==> config.mk <==
export PLATFORM = sky130hd
export DESIGN_NAME = bus_parity_monitor
export DESIGN_NICKNAME = d
export VERILOG_FILES = /design/src/rtl/bpm_pkg.sv /design/src/rtl/bpm_phase_track.sv /design/src/rtl/bpm_pin_drv.sv /design/src/rtl/bus_parity_monitor.sv
export SDC_FILE = /design/constraint.sdc
export NUM_CORES = 1
export LEC_CHECK = 0
export ABC_AREA = 1
export BUFFER_PORTS_ARGS = -buffer_cell sky130_fd_sc_hd__buf_2
export CORE_MARGIN = 2
export CORE_UTILIZATION = 45
export DETAILED_ROUTE_END_ITERATION = 6
export GPL_TIMING_DRIVEN = 0
export PLACE_DENSITY = 0.81
export SLEW_MARGIN = 15
export SYNTH_ARGS = -nofsm -noshare
export SYNTH_HDL_FRONTEND = slang
export SYNTH_SLANG_ARGS = --single-unit
export TNS_END_PERCENT = 20
==> constraint.sdc <==
create_clock -name clk -period 1.5 [get_ports clk]
set_clock_uncertainty 0.2 [all_clocks]
set_input_delay 0 -clock clk [delete_from_list [all_inputs] [get_ports clk]]
set_output_delay 0 -clock clk [all_outputs]
set_load 0.01 [all_outputs]
==> src/rtl/bpm_pkg.sv <==
// Shared types for the bus parity error reporter.
// Assumes a 4-bit command field in cbe_n[3:0] during address phases.
package bpm_pkg;
    localparam logic [3:0] CMD_SPECIAL = 4'b0001;

    // What kind of check the held phase needs on the following clock
    typedef enum logic [1:0] {
        CHK_NONE,
        CHK_ADDR,
        CHK_PDATA,
        CHK_SDATA
    } chk_kind_e;

    // Output pin driver states
    typedef enum logic [1:0] {
        PIN_IDLE,
        PIN_ACTIVE,
        PIN_PARK
    } pin_state_e;
endpackage

==> src/rtl/bpm_phase_track.sv <==
// Phase tracker: finds address phases and completed data phases. It decides
// which check (if any) the agent owns for the phase and registers the
// expected parity together with that check kind.
// Assumes all bus inputs are synchronous to clk and already inverted-logic (active low).
module bpm_phase_track
    import bpm_pkg::*;
#(
    parameter int DATA_W = 32,
    parameter int CBE_W  = DATA_W / 8
) (
    input  logic              clk,
    input  logic              rst_n,
    input  logic [DATA_W-1:0] ad,
    input  logic [CBE_W-1:0]  cbe_n,
    input  logic              frame_n,
    input  logic              irdy_n,
    input  logic              trdy_n,
    input  logic              devsel_n,
    input  logic              is_master,
    output chk_kind_e         kind_q,
    output logic              exp_par_q
);
    logic       frame_q;
    logic       irdy_q;
    logic       in_xfer;
    logic [3:0] cmd_q;
    logic       addr_ph;
    logic       data_ph;
    logic       receiver;
    chk_kind_e  kind_d;

    assign addr_ph  = !frame_n && frame_q && irdy_q;
    assign data_ph  = in_xfer && !addr_ph && !irdy_n && !trdy_n;
    assign receiver = is_master ? !cmd_q[0] : (cmd_q[0] && !devsel_n);

    // Select the check kind for the current clock
    always_comb begin
        kind_d = CHK_NONE;
        if (addr_ph) begin
            if (!is_master) kind_d = CHK_ADDR;
        end else if (data_ph) begin
            if (cmd_q == CMD_SPECIAL) begin
                if (!is_master) kind_d = CHK_SDATA;
            end else if (receiver) begin
                kind_d = CHK_PDATA;
            end
        end
    end

    // Remember the previous bus state for idle detection
    always_ff @(posedge clk) begin
        if (!rst_n) begin
            frame_q <= 1'b1;
            irdy_q  <= 1'b1;
        end else begin
            frame_q <= frame_n;
            irdy_q  <= irdy_n;
        end
    end

    // Track transaction span and latch the command
    always_ff @(posedge clk) begin
        if (!rst_n) begin
            in_xfer <= 1'b0;
            cmd_q   <= '1;
        end else if (addr_ph) begin
            in_xfer <= 1'b1;
            cmd_q   <= cbe_n[3:0];
        end else if (data_ph && frame_n) begin
            in_xfer <= 1'b0;
        end
    end

    // Hold the expected parity and check kind for the next clock
    always_ff @(posedge clk) begin
        if (!rst_n) begin
            kind_q    <= CHK_NONE;
            exp_par_q <= 1'b0;
        end else begin
            kind_q    <= kind_d;
            exp_par_q <= ^{ad, cbe_n};
        end
    end
endmodule

==> src/rtl/bpm_pin_drv.sv <==
// Error pin driver: one clock active low per fire, then one clock driven
// high, then the output enable is released. A new fire restarts the pulse.
// Assumes fire is a registered-domain single-clock strobe.
module bpm_pin_drv
    import bpm_pkg::*;
(
    input  logic clk,
    input  logic rst_n,
    input  logic fire,
    output logic pin_n,
    output logic oe
);
    pin_state_e st;
    pin_state_e st_d;

    // Next-state selection
    always_comb begin
        st_d = PIN_IDLE;
        if (fire)                  st_d = PIN_ACTIVE;
        else if (st == PIN_ACTIVE) st_d = PIN_PARK;
    end

    // State register
    always_ff @(posedge clk) begin
        if (!rst_n) st <= PIN_IDLE;
        else        st <= st_d;
    end

    assign pin_n = (st != PIN_ACTIVE);
    assign oe    = (st != PIN_IDLE);
endmodule

==> src/rtl/bus_parity_monitor.sv <==
// Top of the bus parity error reporter. It compares the held expected parity
// with the PAR input, routes a mismatch to the parity-error or the
// system-error pin, and keeps two sticky status flags.
// Assumes PAR for a phase arrives on the clock after that phase.
module bus_parity_monitor
    import bpm_pkg::*;
#(
    parameter int DATA_W = 32
) (
    input  logic              clk,
    input  logic              rst_n,
    input  logic [DATA_W-1:0] ad,
    input  logic [DATA_W/8-1:0] cbe_n,
    input  logic              par,
    input  logic              frame_n,
    input  logic              irdy_n,
    input  logic              trdy_n,
    input  logic              devsel_n,
    input  logic              is_master,
    input  logic              perr_en,
    input  logic              serr_en,
    input  logic [1:0]        flag_clr,
    output logic              perr_n,
    output logic              perr_oe,
    output logic              serr_n,
    output logic              serr_oe,
    output logic              err_seen,
    output logic              serr_sent
);
    localparam int CBE_W    = DATA_W / 8;
    localparam int NUM_PINS = 2;
    localparam int PIN_PERR = 0;
    localparam int PIN_SERR = 1;

    chk_kind_e           kind_q;
    logic                exp_par_q;
    logic                mismatch;
    logic [NUM_PINS-1:0] fire;
    logic [NUM_PINS-1:0] pin_n_v;
    logic [NUM_PINS-1:0] oe_v;

    bpm_phase_track #(
        .DATA_W (DATA_W),
        .CBE_W  (CBE_W)
    ) u_track (
        .clk       (clk),
        .rst_n     (rst_n),
        .ad        (ad),
        .cbe_n     (cbe_n),
        .frame_n   (frame_n),
        .irdy_n    (irdy_n),
        .trdy_n    (trdy_n),
        .devsel_n  (devsel_n),
        .is_master (is_master),
        .kind_q    (kind_q),
        .exp_par_q (exp_par_q)
    );

    // Compare the held parity with PAR and route the result
    always_comb begin
        mismatch       = (kind_q != CHK_NONE) && (par != exp_par_q);
        fire           = '0;
        fire[PIN_PERR] = mismatch && (kind_q == CHK_PDATA) && perr_en;
        fire[PIN_SERR] = mismatch && ((kind_q == CHK_ADDR) || (kind_q == CHK_SDATA)) && serr_en;
    end

    for (genvar g = 0; g < NUM_PINS; g++) begin : g_pin
        bpm_pin_drv u_drv (
            .clk   (clk),
            .rst_n (rst_n),
            .fire  (fire[g]),
            .pin_n (pin_n_v[g]),
            .oe    (oe_v[g])
        );
    end

    assign perr_n  = pin_n_v[PIN_PERR];
    assign perr_oe = oe_v[PIN_PERR];
    assign serr_n  = pin_n_v[PIN_SERR];
    assign serr_oe = oe_v[PIN_SERR];

    // Sticky detected-error flag, set has priority over clear
    always_ff @(posedge clk) begin
        if (!rst_n)          err_seen <= 1'b0;
        else if (mismatch)   err_seen <= 1'b1;
        else if (flag_clr[0]) err_seen <= 1'b0;
    end

    // Sticky system-error-signalled flag, set has priority over clear
    always_ff @(posedge clk) begin
        if (!rst_n)               serr_sent <= 1'b0;
        else if (fire[PIN_SERR])  serr_sent <= 1'b1;
        else if (flag_clr[1])     serr_sent <= 1'b0;
    end
endmodule

# ---- Word level (Yosys, flattened, before mapping)
# Index checks and enable logic that the tools add are counted.
# W data, S select, Z words.
dict set report classes {
  n_mux 17
  n_eq_ne 9
  reduce_logical 28
  n_bitwise 1
}
# op count
set ops {}
lappend ops {{$reduce_xor A36 Y1} 1}
lappend ops {{$mux W2} 7}
lappend ops {{$logic_and A1 B1 Y1} 12}
lappend ops {{$reduce_bool A2 Y1} 6}
lappend ops {{$mux W1} 10}
lappend ops {{$eq A2 B1 Y1 const B} 3}
lappend ops {{$logic_not A1 Y1} 6}
lappend ops {{$eq A2 B2 Y1 const B} 2}
lappend ops {{$eq A4 B1 Y1 const B} 1}
lappend ops {{$ne A2 B1 Y1 const B} 2}
lappend ops {{$reduce_or A2 Y1} 2}
lappend ops {{$logic_or A1 B1 Y1} 1}
lappend ops {{$ne A1 B1 Y1} 1}
lappend ops {{$not A1 Y1} 1}
dict set report word_totals {
  word_cells 67
  input_bits 48
  out_inout_bits 6
  regBits 16
}

# ---- Depth between registers and ports, before layout
dict set report depth {
  word_depth 10
  mapped_depth 13
  mapped_depth_nobuf 13
}

# ---- Hierarchy
# Synthesis repeated with hierarchy kept, for this count alone.
dict set report unflattened {
  hier_cells 211
  hier_area_um2 1311.3
}
# mod n_inst cells_per_inst area_each_um2 seq_area_each_um2
set by_module_without_submodules {}
lappend by_module_without_submodules {bpm_phase_track 1 168 1008.5 200.2}
lappend by_module_without_submodules {bpm_pin_drv 2 10 77.6 40.0}
lappend by_module_without_submodules {bus_parity_monitor 1 23 147.6 40.0}

# ---- Least setup slack after synthesis
# Ideal clock, no wire load.
dict set report synth_timing {
  kind {reg-to-reg}
  start {register u_track.cmd_q[0]}
  end {register u_track.kind_q[0]}
  synth_period_minus_slack_ns 1.181
  arrival_ns 0.895
  required_ns 1.214
  setup_time_ns 0.086
  n_path_buf 0
  stages_incl_launch_ff 5
  path_slack_ns 0.319
  cell_sequence {dfxtp_1 -> inv_1 -> nor4_1 -> nand2_1 -> a211oi_1}
}
dict set report synth_via {
  elab_chain_cells 4
}
# element line_no
set synth_rtl {}
lappend synth_rtl {{start, declared} bpm_phase_track.sv:26} ;# logic [3:0] cmd_q;
lappend synth_rtl {{start signal, assigned} bpm_phase_track.sv:68} ;# cmd_q <= cbe_n[3:0];
lappend synth_rtl {{$eq A4 B1 Y1} bpm_phase_track.sv:42} ;# if (cmd_q == CMD_SPECIAL) begin
lappend synth_rtl {{$mux W2} bpm_phase_track.sv:42}
lappend synth_rtl {{$mux W2} bpm_phase_track.sv:41} ;# end else if (data_ph) begin
lappend synth_rtl {{$mux W2} bpm_phase_track.sv:39} ;# if (addr_ph) begin
lappend synth_rtl {{end signal, assigned} bpm_phase_track.sv:80} ;# kind_q <= kind_d;
lappend synth_rtl {{end, declared} bpm_phase_track.sv:20} ;# output chk_kind_e kind_q,
# No other way between the ends.
# A chain may end at the register's enable or synchronous reset.

# ---- Worst setup path after layout
dict set report layout_timing {
  start {input frame_n}
  end {register u_track.frame_q}
}
# element line_no
set layout_rtl {}
lappend layout_rtl {{start, declared} bus_parity_monitor.sv:15} ;# input logic frame_n,
lappend layout_rtl {{end signal, assigned} bpm_phase_track.sv:56} ;# frame_q <= frame_n;
lappend layout_rtl {{end, declared} bpm_phase_track.sv:23} ;# logic frame_q;
# No word-level cell between the ends.

==> results.cfg <==
[timing]
post-route-min-period_ps = 1340
hold_violations = 0
timing.fmax_mhz = 745
period_share_pct = 89.4
relSlewSlack_pct = 74.0
hold-worst-slack_ps = 175
drv_slew = 0
worst_pin_slew_ps = 391
setup_violations = 0
finalSetupTns_ps = 0
rsz0062_at_grt = no

[synthesis]
syn_inst = 231
yosysWarnings = 0
synth_seq_cells = 16
avgSynthCellArea_um2 = 5.67
synth_area_um2 = 1310
synth_nets = 279
yosysSeqAreaShare_pct = 24.5
synth_cell_types = 22

[place]
gp_congestion = 0.750
portBuffers = 52
dpl.hpwl_mm = 2.14

[worst_setup_path]
cp_cell_sequence = dlygate4sd3_1 -> buf_2 -> inv_1 -> nand2_1 -> dlygate4sd3_1
required_ps = 1480
slowest_delay_ps = 540
timing_worst_setup_path_type = primary input to register
cp-end-kind = register
reg2reg_from = u_track.cmd_q[0]
arrival_ps = 1320
crit_top_cell = dlygate4sd3_1
start_kind = primary input
slowest_stage = dlygate4sd3_1
crit_fanout = 3
crit_start = frame_n

[clock_tree]
clock_latency_ps = 280
cts_tree = done
h-tree-depth = 1
numClockSinks = 16
clk_pin_slew_ps = 90
numCtsBuffers = 3
cts_max_path_buffers = 2
cts_root_buf = clkbuf_4

[global_routing]
grt_pass1_vias = 1368
antenna_found_initial = 0
grt_max_degree = 11
grtUsageTotal_pct = 17.4
overflow = 0
grt_pass1_wl_mm = 4.74

[job]
cap_violations = 0

[finish]
diodes = 0
areaGrowthSynthToFinish_pct = 36.8
drive_gt1_share_pct = 23.8
layout_commonest_cell = nand2_1
final_cell_mix = nand2_1 (113), buf_2 (52), inv_1 (27)
nets = 352

[route]
drtPass1Iterations = 4
via_count = 1524
drc = 0
drt_iter0_drc = 28
viasPerCell = 4.58
ant_nets = 0
wirelength_mm = 2.71
wire_per_inst_um = 8.14

[pwr]
p_per_area_nw_per_um2 = 625
p_leak_nw = 1.06
ir_drop_mv = 0.559

[floorplan]
die_x_um = 58.0
io_pins = 54
core_area_um2 = 2760
num_rows = 19
die-area_um2 = 3360
die_h_um = 58.0
initial_core_util_pct = 47.5

[worst_hold_path]
hold_class = primary input to register
hold_start = ad[22]

[status]
status = finished, final reports clean
flip-flops by register name, summed over array words and instances (netlist names):
name,cells
g_pin.u_drv.st,4
serr_sent,1
u_track.kind_q,2
err_seen,1
u_track.exp_par_q,1
u_track.in_xfer,1
u_track.cmd_q,4
u_track.irdy_q,1
u_track.frame_q,1
final timing paths:
| path | endpoint | slack (ps) | depth (start not counted) |
|---|---|---|---|
| min | u_track.exp_par_q | 170 | 9 |
| max | u_track.frame_q | 160 | 5 |
| max reg2reg | u_track.kind_q[0] | 220 | 4 |
| min reg2reg | g_pin[0].u_drv.st[1] | 270 | 2 |
final cells by class:
cell class                 count  area, µm²
clock buffer                   3       22.5
buffer                         2       15.0
sequential                    16        320
inverter                      34        128
tap                           31       38.8
fill                         284        966
multi-input combinational    179        847
timing repair buffer          68        420
routing by layer:
layer | track usage (%) | vias to the layer above | routed length (µm)
met3 | 1.56 | 5 | 144
met5 | 0 | - | 0
met1 | 17.6 | 637 | 1130
met2 | 36.4 | 40 | 1410
li1 | - | 842 | -
met4 | 4.98 | 0 | 31
synthesized netlist by cell type:
| cell type | number | share of area [%] |
|---|---|---|
| inv_1 | 27 | 7.7 |
| xnor2_1 | 10 | 6.7 |
| buf_6 | 1 | 0.86 |
| dfxtp_1 | 16 | 24 |
| a211oi_1 | 3 | 1.7 |
| nand2_2 | 2 | 0.95 |
| nor3_1 | 3 | 1.1 |
| o21ai_0 | 1 | 0.38 |
| o211ai_1 | 4 | 2.3 |
| clkbuf_1 | 1 | 0.29 |
| nand3_2 | 1 | 0.76 |
| xor2_1 | 9 | 6.0 |
| nand4_1 | 2 | 0.95 |
| or2_2 | 3 | 1.4 |
| a21oi_1 | 3 | 1.1 |
| nand3_1 | 8 | 3.1 |
| nand2_1 | 113 | 32 |
| nor2_1 | 12 | 3.4 |
| nor2_2 | 3 | 1.4 |
| nor4_1 | 1 | 0.48 |
| o21ai_1 | 1 | 0.38 |
| inv_2 | 7 | 2.0 |
repair_timing:
item                      CTS  global route
hold buffers               16             0
hold endpoints to repair   16             0
gates resized for setup     0             0
setup buffers               0             0
worst max-delay path, delay by kind of cell:
| family | cells | cell delay (ps) |
|---|---|---|
| AND/OR/NAND/NOR | 1 | 50 |
| buffers and inverters | 4 | 1270 |
power breakdown:
group          switching (mW)  internal [mW]
clock                   0.127         0.0932
sequential             0.0106          0.448
combinational           0.237          0.205
total                   0.374          0.746
cells by family after synthesis:
kind of cell	count (synthesis)	share of synthesized area (%)
AOI/OAI and AO/OA	12	5.92
xor gates and xnor gates	19	12.7
buffers and inverters	36	10.9
DFF	16	24.5
and+or+nand+nor	148	46.0
through the flow:
step / total power, mW / cell area, µm² / setup slack (ps) / std cells / util, %
final: 1.12 / 1790 / 158 / 333 / 65.0
after global routing: 1.22 / 1790 / 17.8 / 333 / 65.0
after CTS: 1.12 / 1790 / 170 / 333 / 65.0
after detailed placement: 0.879 / 1610 / 209 / 314 / 58.3
after global placement: 0.868 / 1610 / 209 / 314 / 58.3
after floorplan: 0.750 / 1310 / 319 / 231 / -
(Power assumes the default switching activity.)
